<file path="src/rtl/pwb_pkg.sv">
package pwb_pkg;
  localparam int WIN_BITS = 9;

  localparam int PAGE_OFS = 'h41C;
  localparam int STAT_OFS = 'h428;
  localparam int URST_OFS = 'h42C;
  localparam int WIN_OFS  = 'h800;

  localparam int STAT_EN_BIT   = 3;
  localparam int STAT_HANG_BIT = 1;
  localparam int URST_BIT      = 0;

  typedef enum logic [1:0] {
    WIN_IDLE = 2'd0,
    WIN_REQ  = 2'd1,
    WIN_DONE = 2'd2
  } win_state_e;
endpackage

</file>
<file path="src/rtl/pwb_rst_sync.sv">
module pwb_rst_sync #(
  parameter int STAGES = 2
) (
  input  logic clk,
  input  logic rst_n,
  output logic rst_sn
);
  logic [STAGES-1:0] sh_q;
  logic [STAGES-1:0] sh_d;

  always_comb begin
    sh_d = {sh_q[STAGES-2:0], 1'b1};
  end

  always_ff @(posedge clk or negedge rst_n) begin
    if (!rst_n) begin
      sh_q <= '0;
    end else begin
      sh_q <= sh_d;
    end
  end

  assign rst_sn = sh_q[STAGES-1];
endmodule

</file>
<file path="src/rtl/pwb_cfg_regs.sv">
module pwb_cfg_regs
  import pwb_pkg::*;
#(
  parameter int HOST_AW = 12,
  parameter int DATA_W  = 32,
  parameter int PAGE_W  = 15
) (
  input  logic               clk,
  input  logic               rst_n,
  input  logic               wr_en,
  input  logic [HOST_AW-1:0] addr,
  input  logic [DATA_W-1:0]  wdata,
  input  logic               hang_evt,
  output logic [PAGE_W-1:0]  page,
  output logic [DATA_W-1:0]  rd_data,
  output logic               irq,
  output logic               unit_rst
);
  localparam logic [HOST_AW-1:0] PAGE_A = HOST_AW'(PAGE_OFS);
  localparam logic [HOST_AW-1:0] STAT_A = HOST_AW'(STAT_OFS);
  localparam logic [HOST_AW-1:0] URST_A = HOST_AW'(URST_OFS);

  logic              hit_page, hit_stat, hit_urst;
  logic              page_we;
  logic [PAGE_W-1:0] page_q, page_d;
  logic              hang_q, hang_d;
  logic              en_we;
  logic              en_q, en_d;
  logic              urst_q, urst_d;
  logic              unused_wd;

  assign hit_page  = (addr == PAGE_A);
  assign hit_stat  = (addr == STAT_A);
  assign hit_urst  = (addr == URST_A);
  assign unused_wd = ^wdata;

  // next-state logic
  always_comb begin
    page_we = wr_en & hit_page;
    page_d  = wdata[PAGE_W-1:0];
    en_we   = wr_en & hit_stat;
    en_d    = wdata[STAT_EN_BIT];
    hang_d  = hang_evt | (hang_q & ~(wr_en & hit_stat & wdata[STAT_HANG_BIT]));
    urst_d  = wr_en & hit_urst & wdata[URST_BIT];
  end

  always_ff @(posedge clk or negedge rst_n) begin
    if (!rst_n) begin
      page_q <= '0;
    end else if (page_we) begin
      page_q <= page_d;
    end
  end

  always_ff @(posedge clk or negedge rst_n) begin
    if (!rst_n) begin
      en_q <= 1'b0;
    end else if (en_we) begin
      en_q <= en_d;
    end
  end

  always_ff @(posedge clk or negedge rst_n) begin
    if (!rst_n) begin
      hang_q <= 1'b0;
      urst_q <= 1'b0;
    end else begin
      hang_q <= hang_d;
      urst_q <= urst_d;
    end
  end

  // read mux
  always_comb begin
    rd_data = '0;
    if (hit_page) begin
      rd_data = DATA_W'(page_q);
    end else if (hit_stat) begin
      rd_data[STAT_EN_BIT]   = en_q;
      rd_data[STAT_HANG_BIT] = hang_q;
    end
  end

  assign page     = page_q;
  assign irq      = en_q & hang_q;
  assign unit_rst = urst_q;

  AST_URST_SINGLE: assert property (@(posedge clk) disable iff (!rst_n)
    unit_rst |=> !unit_rst);

  AST_HANG_SET: assert property (@(posedge clk) disable iff (!rst_n)
    hang_evt |=> rd_data[STAT_HANG_BIT] || !hit_stat || irq == en_q);

  AST_PAGE_DROP: assert property (@(posedge clk) disable iff (!rst_n)
    (wr_en && !hit_page) |=> $stable(page));
endmodule

</file>
<file path="src/rtl/pwb_win_fsm.sv">
module pwb_win_fsm
  import pwb_pkg::*;
#(
  parameter int DATA_W = 32,
  parameter int INT_AW = 24,
  parameter int PAGE_W = INT_AW - WIN_BITS
) (
  input  logic                clk,
  input  logic                rst_n,
  input  logic                start,
  input  logic                start_we,
  input  logic [WIN_BITS-1:0] start_off,
  input  logic [DATA_W-1:0]   start_wdata,
  input  logic [PAGE_W-1:0]   page,
  output logic                idle,
  output logic                done,
  output logic [DATA_W-1:0]   rdata,
  output logic                int_valid,
  output logic                int_we,
  output logic [INT_AW-1:0]   int_addr,
  output logic [DATA_W-1:0]   int_wdata,
  input  logic                int_ready,
  input  logic [DATA_W-1:0]   int_rdata
);
  win_state_e        st_q, st_d;
  logic              load_req, cap_rsp;
  logic [INT_AW-1:0] addr_q;
  logic              we_q;
  logic [DATA_W-1:0] wdata_q;
  logic [DATA_W-1:0] rdata_q;

  always_comb begin
    load_req = (st_q == WIN_IDLE) & start;
    cap_rsp  = (st_q == WIN_REQ) & int_ready;
    st_d     = st_q;
    case (st_q)
      WIN_IDLE: if (start)     st_d = WIN_REQ;
      WIN_REQ:  if (int_ready) st_d = WIN_DONE;
      WIN_DONE:                st_d = WIN_IDLE;
      default:                 st_d = WIN_IDLE;
    endcase
  end

  always_ff @(posedge clk or negedge rst_n) begin
    if (!rst_n) begin
      st_q <= WIN_IDLE;
    end else begin
      st_q <= st_d;
    end
  end

  always_ff @(posedge clk or negedge rst_n) begin
    if (!rst_n) begin
      addr_q  <= '0;
      we_q    <= 1'b0;
      wdata_q <= '0;
    end else if (load_req) begin
      addr_q  <= {page, start_off};
      we_q    <= start_we;
      wdata_q <= start_wdata;
    end
  end

  always_ff @(posedge clk or negedge rst_n) begin
    if (!rst_n) begin
      rdata_q <= '0;
    end else if (cap_rsp) begin
      rdata_q <= we_q ? '0 : int_rdata;
    end
  end

  assign idle      = (st_q == WIN_IDLE);
  assign done      = (st_q == WIN_DONE);
  assign rdata     = rdata_q;
  assign int_valid = (st_q == WIN_REQ);
  assign int_we    = we_q;
  assign int_addr  = addr_q;
  assign int_wdata = wdata_q;

  AST_REQ_HOLD: assert property (@(posedge clk) disable iff (!rst_n)
    (int_valid && !int_ready) |=>
      (int_valid && $stable(int_addr) && $stable(int_we) && $stable(int_wdata)));

  AST_ONE_REQ: assert property (@(posedge clk) disable iff (!rst_n)
    (int_valid && int_ready) |=> !int_valid);
endmodule

</file>
<file path="src/rtl/paged_window_bridge.sv">
module paged_window_bridge
  import pwb_pkg::*;
#(
  parameter int HOST_AW = 12,
  parameter int DATA_W  = 32,
  parameter int INT_AW  = 24
) (
  input  logic               clk,
  input  logic               rst_n,
  input  logic               host_sel,
  input  logic               host_wr,
  input  logic [HOST_AW-1:0] host_addr,
  input  logic [DATA_W-1:0]  host_wdata,
  output logic [DATA_W-1:0]  host_rdata,
  output logic               host_ready,
  output logic               int_valid,
  output logic               int_we,
  output logic [INT_AW-1:0]  int_addr,
  output logic [DATA_W-1:0]  int_wdata,
  input  logic               int_ready,
  input  logic [DATA_W-1:0]  int_rdata,
  input  logic               fw_hang_evt,
  output logic               irq,
  output logic               unit_rst
);
  localparam int PAGE_W = INT_AW - WIN_BITS;
  localparam int WSEL_W = HOST_AW - WIN_BITS;
  localparam logic [WSEL_W-1:0] WIN_SEL = WSEL_W'(WIN_OFS >> WIN_BITS);

  logic              rst_sn;
  logic              win_hit;
  logic              fsm_idle, fsm_done;
  logic [DATA_W-1:0] fsm_rdata, cfg_rdata;
  logic [PAGE_W-1:0] page;
  logic              cfg_wr;

  pwb_rst_sync #(.STAGES(2)) u_rst (
    .clk    (clk),
    .rst_n  (rst_n),
    .rst_sn (rst_sn)
  );

  assign win_hit = (host_addr[HOST_AW-1:WIN_BITS] == WIN_SEL);
  assign cfg_wr  = host_sel & host_wr & fsm_idle & ~win_hit;

  pwb_cfg_regs #(
    .HOST_AW (HOST_AW),
    .DATA_W  (DATA_W),
    .PAGE_W  (PAGE_W)
  ) u_cfg (
    .clk      (clk),
    .rst_n    (rst_sn),
    .wr_en    (cfg_wr),
    .addr     (host_addr),
    .wdata    (host_wdata),
    .hang_evt (fw_hang_evt),
    .page     (page),
    .rd_data  (cfg_rdata),
    .irq      (irq),
    .unit_rst (unit_rst)
  );

  pwb_win_fsm #(
    .DATA_W (DATA_W),
    .INT_AW (INT_AW),
    .PAGE_W (PAGE_W)
  ) u_win (
    .clk         (clk),
    .rst_n       (rst_sn),
    .start       (host_sel & win_hit),
    .start_we    (host_wr),
    .start_off   (host_addr[WIN_BITS-1:0]),
    .start_wdata (host_wdata),
    .page        (page),
    .idle        (fsm_idle),
    .done        (fsm_done),
    .rdata       (fsm_rdata),
    .int_valid   (int_valid),
    .int_we      (int_we),
    .int_addr    (int_addr),
    .int_wdata   (int_wdata),
    .int_ready   (int_ready),
    .int_rdata   (int_rdata)
  );

  assign host_ready = fsm_done | (fsm_idle & host_sel & ~win_hit);
  assign host_rdata = fsm_done ? fsm_rdata : cfg_rdata;

  AST_STALL_HOLD: assert property (@(posedge clk) disable iff (!rst_sn)
    int_valid |-> !host_ready);

  AST_DONE_NEXT: assert property (@(posedge clk) disable iff (!rst_sn)
    (int_valid && int_ready) |=> host_ready);

  AST_WIN_PAGE: assert property (@(posedge clk) disable iff (!rst_sn)
    (int_valid && !$past(int_valid)) |-> int_addr[INT_AW-1:WIN_BITS] == page);
endmodule

</file>
<file path="config.mk">
export PLATFORM = sky130hd
export DESIGN_NAME = paged_window_bridge
export DESIGN_NICKNAME = d
export VERILOG_FILES = /design/src/rtl/pwb_pkg.sv /design/src/rtl/pwb_rst_sync.sv /design/src/rtl/pwb_cfg_regs.sv /design/src/rtl/pwb_win_fsm.sv /design/src/rtl/paged_window_bridge.sv
export SDC_FILE = /design/constraint.sdc
export NUM_CORES = 1
export LEC_CHECK = 0
export ABC_AREA = 0
export BUFFER_PORTS_ARGS = -buffer_cell sky130_fd_sc_hd__buf_2
export CAP_MARGIN = 20
export CORE_MARGIN = 5
export CORE_UTILIZATION = 45
export DETAILED_ROUTE_END_ITERATION = 8
export PLACE_DENSITY = 0.71
export SYNTH_ARGS = -nofsm -noshare
export SYNTH_HDL_FRONTEND = slang
export SYNTH_HIERARCHICAL = 1
export SYNTH_SLANG_ARGS = --single-unit
</file>
<file path="constraint.sdc">
create_clock -name clk -period 4.6 [get_ports clk]
set_input_delay 0.46 -clock clk [delete_from_list [all_inputs] [get_ports clk]]
set_output_delay 0.46 -clock clk [all_outputs]
set_load 0.01 [all_outputs]
</file>
After elaboration in Yosys (flattened, before gate mapping)
Index checks and enable logic that the tools add are counted.
- flip-flop bits (word level): 111
- input bits: 82
- equality and inequality tests: 8
- muxes and demuxes: 12
- reductions and logical operators: 2
- bitwise gates (word level): 19
- operators with widths (cell ; count):
    32-bit two-way mux ; 2
    12-bit by 11-bit == test with 1-bit output (second input constant) ; 3
    1-bit AND ; 15
    11-bit two-way mux ; 1
    1-bit two-way mux ; 6
    2-bit two-way mux ; 2
    2-bit by 1-bit inequality test with 1-bit output (second input constant) ; 2
    2-bit one-hot mux with 2 select lines ; 1
    3-bit == test (second input constant) ; 1
    2-bit by 1-bit == test with 1-bit output (second input constant) ; 1
    2-bit == test (second input constant) ; 1
    2-bit zero test ; 1
    1-bit NOT ; 2
    1-bit OR ; 2
    2-bit AND reduction ; 1

Depth between registers and ports, before layout
- word-level depth: 8
- mapped depth: 7
- depth with buffers taken out: 6

Cells and area by module
Netlist, hierarchy kept.
- by module, submodules not included (module ; cells each ; seq. area each (um2) ; times used ; area each (um2)):
    pwb_win_fsm ; 233 ; 2277.2 ; 1 ; 3681.0
    pwb_cfg_regs ; 91 ; 450.4 ; 1 ; 1046.0
    paged_window_bridge ; 41 ; 0.0 ; 1 ; 573.0
    pwb_rst_sync ; 3 ; 50.0 ; 1 ; 53.8

Worst setup path after synthesis
Ideal clock, no wire load.
- kind: input-to-output
- start: in host_addr[7]
- end: out host_rdata[10]
- slack: 2.212 ns
- stages on the path: 5
- arrival: 1.928 ns
- path through: or4_4 nor4_1 clkbuf_1 and2_1 mux2_4
- cells in the longest elaborated chain, start to end: 3
- ends and longest elaborated chain (item ; line ; source):
    start: declaration ; paged_window_bridge.sv:12 ; input logic [HOST_AW-1:0] host_addr,
    12-bit by 11-bit == test with 1-bit output ; pwb_cfg_regs.sv:32 ; assign hit_page = (addr == PAGE_A);
    11-bit two-way mux ; pwb_cfg_regs.sv:76 ; if (hit_page) begin
    named net cfg_rdata[10] ; paged_window_bridge.sv:33 ; logic [DATA_W-1:0] fsm_rdata, cfg_rdata;
    32-bit two-way mux ; paged_window_bridge.sv:87 ; assign host_rdata = fsm_done ? fsm_rdata : cfg_rdata;
    end: declaration ; paged_window_bridge.sv:14 ; output logic [DATA_W-1:0] host_rdata,
The timed path passes the listed nets, and every way through them passes these cells.

Worst setup path in the final report
- start: in host_addr[7]
- end: out host_rdata[8]
Same word-level chain as after synthesis.

==> summary.md <==
| Metric | Value |
|---|---|
| Normalized max-slew margin | 25.9% |
| Clock transition at the registers of the reported paths | 0.07 ns |
| Number of synthesized flops with an enable pin | 0 |
| Multi-input logic area | 2340 sq um |
| Yosys cell types | 32 |
| Fill cell instance count of the final layout | 971 |
| Final cell count without fillers | 688 |
| Leakage | 3.32 nW |
| Type of destination of the critical path | output pin |
| Sum of net half-perimeters after detailed placement | 8740 um |
| Row Count | 39 |
| Final Cycle Share | 67.5% |
| Number of failing setup endpoints in the final timing report | 0 |
| Remaining DRCs | 0 |
| Routability Congestion | 0.768 |
| Area of the die | 14,200 sq um |
| Tmin final | 3.11 ns |
| Post-synthesis instance area | 5350 sq um |
| Count of pins on the block boundary | 175 |
| TritonCTS clock tree | done |
| Worst hold path type | reg -> async |
| Top cells by area in the synthesized netlist | sky130_fd_sc_hd__dfrtp_1 52%, sky130_fd_sc_hd__mux2_2 14%, sky130_fd_sc_hd__mux2_4 11% |
| First-pass GRT wire length | 19,600 um |
| Antenna-violating nets left | 0 |
| Vias per std cell | 4.91 |
| Setup Fix Bufs, Post-CTS | 0 |
| Proportion of synthesized chip area in sequential cells | 51.9% |
| Worst vdd ir | 0.235 mV |
| Number of iterations in the first detailed-routing pass | 4 |
| Post-route standard cell area excluding fillers | 6540 sq um |
| Setup repair after global routing missed its margin | false |
| IO Port Bufs | 174 |
| Synth top area share | 51.9% |
| Count of final hold-check violations | 0 |
| Switching power | 0.706 mW |
| Crit Path Class | in -> out |
| Buffer type at the clock tree root | sky130_fd_sc_hd__clkbuf_16 |
| Final Routed Wirelength | 12,000 um |
| Drt initial violations | 142 |
| Mean instance size in the synthesized netlist | 14.5 sq um |
| Number of diodes added for antenna fixing | 0 |
| Switch share | 27.7% |
| Initial standard-cell utilization of the core | 46.5% |
| Cell Count Post-Placement | 669 |
| Yosys synthesis warning count | 6 |
| Clk_skew | 0.00630 ns |
| Cell area after placement | 6210 sq um |
| Clock latency at the later pin of the worst-skew pair | 0.34 ns |
| Htree depth | 3 |
| Final-stage net count | 622 |
| Least-Margin Pin Slew | 1.10 ns |
| Layout Area Growth over Synthesis | 22.1% |
| Crit-path max FO | 13 |
| Max Transition Viols Final | 0 |
| Number of buffers inserted during clock tree synthesis | 9 |
| Portion of total power attributed to the clock network | 29.0% |
| Max Clk Rate | 322 MHz |
| Routed wire length per instance | 17.4 um |
| FFs w/ async S/R, synth | 100% |
| Gr ovfl total | 0 |
| Required time at the worst-slack endpoint | 4.14 ns |
| Proportion of power drawn by flip-flops and latches | 50.0% |
| Vert. Die Dim | 119 um |
| Vias in the first global route | 3,799 |
| Sum Neg Setup Slack | 0 ns |
| GRT Resource Usage Total | 17.2% |
| Largest net degree at the start of global routing | 65 |
| Worst EP arrival | 2.65 ns |
| Flop and latch count out of synthesis | 111 |
| Number of instances in the synthesized netlist | 368 |
| Int Pwr | 1.85 mW |
| Sort of element at the start of the critical path | input pin |
| Total number of vias | 3,381 |
| Place WS | 1.52 ns |
| Gate power share | 21.0% |
| Clk sink count | 111 |
| Clock tree buffer depth | 2 |
| Die outline width | 119 um |
| Number of maximum-capacitance constraint violations | 0 |
| Area of all sequential standard cells | 2780 sq um |
| Biggest area consumer among synthesized cells | sky130_fd_sc_hd__dfrtp_1 |
| Proportion of layout cells with a drive suffix above 1 | 57.1% |
| Top FF cell, synth | sky130_fd_sc_hd__dfrtp_1 |
| Status | complete, no violations |
| Worst setup slack after layout | 1.49 ns |
| Number of antenna violations at the first check in global routing | 0 |
| Placeable Area | 11,500 sq um |
| Pwr per Cell Area | 390 nW/um^2 |
routing by layer:
metal / global-route usage, % / wire, um / up-vias / share of wire [%]
met4: 5.65 / 136 / 0 / 1.1
met1: 22.4 / 5210 / 1665 / 43
met2: 28.2 / 5730 / 114 / 48
met5: 0 / 0 / - / 0
met3: 4.22 / 901 / 10 / 7.5
li1: - / - / 1592 / -
cell families after synthesis:
family | Yosys count | share of synthesized area, %
AND/OR/NAND/NOR | 77 | 9.84
flip-flops | 111 | 51.9
other | 2 | 0.140
buffers and inverters | 36 | 6.01
AO/OA/AOI/OAI | 5 | 0.584
multiplexers | 137 | 31.5
Yosys cell counts (all sizes together) (2+ instances only):
library cell and count:
nor2b 34, a21oi 3, nand2b 5, dfrtp 111, nand4b 2, nor4 2, nand4 2, buf 32
nor3b 5, clkbuf 4, nand3 2, and2 15, mux2 137, conb 2, and3b 2
state kept, by name (all words and copies together) (netlist names):
name / flops
u_cfg/en_q: 1
u_win/int_wdata: 32
u_cfg/page: 15
u_win/rdata: 32
u_win/int_addr: 24
u_rst/sh_q: 2
u_cfg/unit_rst: 1
u_win/int_we: 1
u_cfg/hang_q: 1
u_win/st_q: 2
area by class of cell:
cell class / instances / area share (%)
tap: 143 / 2.74
clock buffer: 10 / 3.50
timing repair buffer: 181 / 14.7
sequential: 111 / 42.5
multi-input combinational: 237 / 35.7
clock inverter: 6 / 0.785
per-stage QoR:
| stage | hold slack, ns | total power, mW | utilization [%] |
|---|---|---|---|
| 6_report | 0.328 | 2.55 | 56.8 |
| 5_1_grt | 0.320 | 2.70 | 56.8 |
| 4_1_cts | 0.314 | 2.59 | 56.4 |
| 3_5_place_dp | 0.248 | 1.84 | 53.9 |
| 3_3_place_gp | 0.246 | 1.81 | 53.9 |
| 2_1_floorplan | 0.164 | 1.62 | - |
worst max-delay path, cell delays in order:
cell	delay (ns)
sky130_fd_sc_hd__buf_2	0.11
sky130_fd_sc_hd__or4_4	0.58
sky130_fd_sc_hd__nor4_2	0.97
sky130_fd_sc_hd__and2_1	0.25
sky130_fd_sc_hd__mux2_4	0.15
sky130_fd_sc_hd__buf_2	0.12
path summary, 6_finish.rpt:
path / end / cells after the start / start / slack (ns)
setup / recovery: host_rdata[8] / 6 / host_addr[7] / 1.49
hold / removal: u_win/int_addr[23]$_DFFE_PN0P_ / 0 / u_rst/sh_q[1]$_DFF_PN0_ / 0.33
setup reg to reg: u_cfg/page[13]$_DFFE_PN0P_ / 7 / u_win/st_q[0]$_DFFE_PN0P_ / 2.35
hold reg to reg: u_win/int_addr[23]$_DFFE_PN0P_ / 0 / u_rst/sh_q[1]$_DFF_PN0_ / 0.33
max in group asynchronous: u_win/int_wdata[11]$_DFFE_PN0P_ / 1 / u_rst/sh_q[1]$_DFF_PN0_ / 2.99
min in group clk: u_win/int_wdata[16]$_DFFE_PN0P_ / 2 / host_wdata[16] / 0.33
power by group through the flow:
stage                     Clock [mW]  Sequential (mW)  Combinational [mW]
final                          0.741             1.28               0.535
after global routing           0.799             1.31               0.587
after CTS                      0.767             1.28               0.544
after detailed placement           0             1.30               0.542
after global placement             0             1.29               0.524
after floorplan                    0             1.33               0.295
repair_timing:
item / 4_1_cts / 5_1_grt
gates resized for setup: 0 / 0
endpoints found under the hold margin: 2 / 0
hold buffers: 1 / 0
placed cells by master (no fill, tap or decap), types with 2 or more instances in the layout:
cell / netlist / final
sky130_fd_sc_hd__buf_4: 18 / 3
sky130_fd_sc_hd__a21oi_1: 3 / 3
sky130_fd_sc_hd__mux2_4: 39 / 39
sky130_fd_sc_hd__dfrtp_1: 111 / 110
sky130_fd_sc_hd__nand4_1: 2 / 2
sky130_fd_sc_hd__nor2b_1: 34 / 33
sky130_fd_sc_hd__nand4b_1: 2 / 2
sky130_fd_sc_hd__mux2_1: 30 / 30
sky130_fd_sc_hd__nand2b_1: 5 / 5
sky130_fd_sc_hd__conb_1: 2 / 18
sky130_fd_sc_hd__buf_2: 2 / 174
sky130_fd_sc_hd__clkbuf_16: 0 / 9
sky130_fd_sc_hd__mux2_2: 68 / 68
sky130_fd_sc_hd__inv_6: 0 / 3
sky130_fd_sc_hd__and2_1: 15 / 15
sky130_fd_sc_hd__nand3_1: 2 / 2
sky130_fd_sc_hd__nor3b_1: 4 / 4
Power figures use the tool's default switching activity.
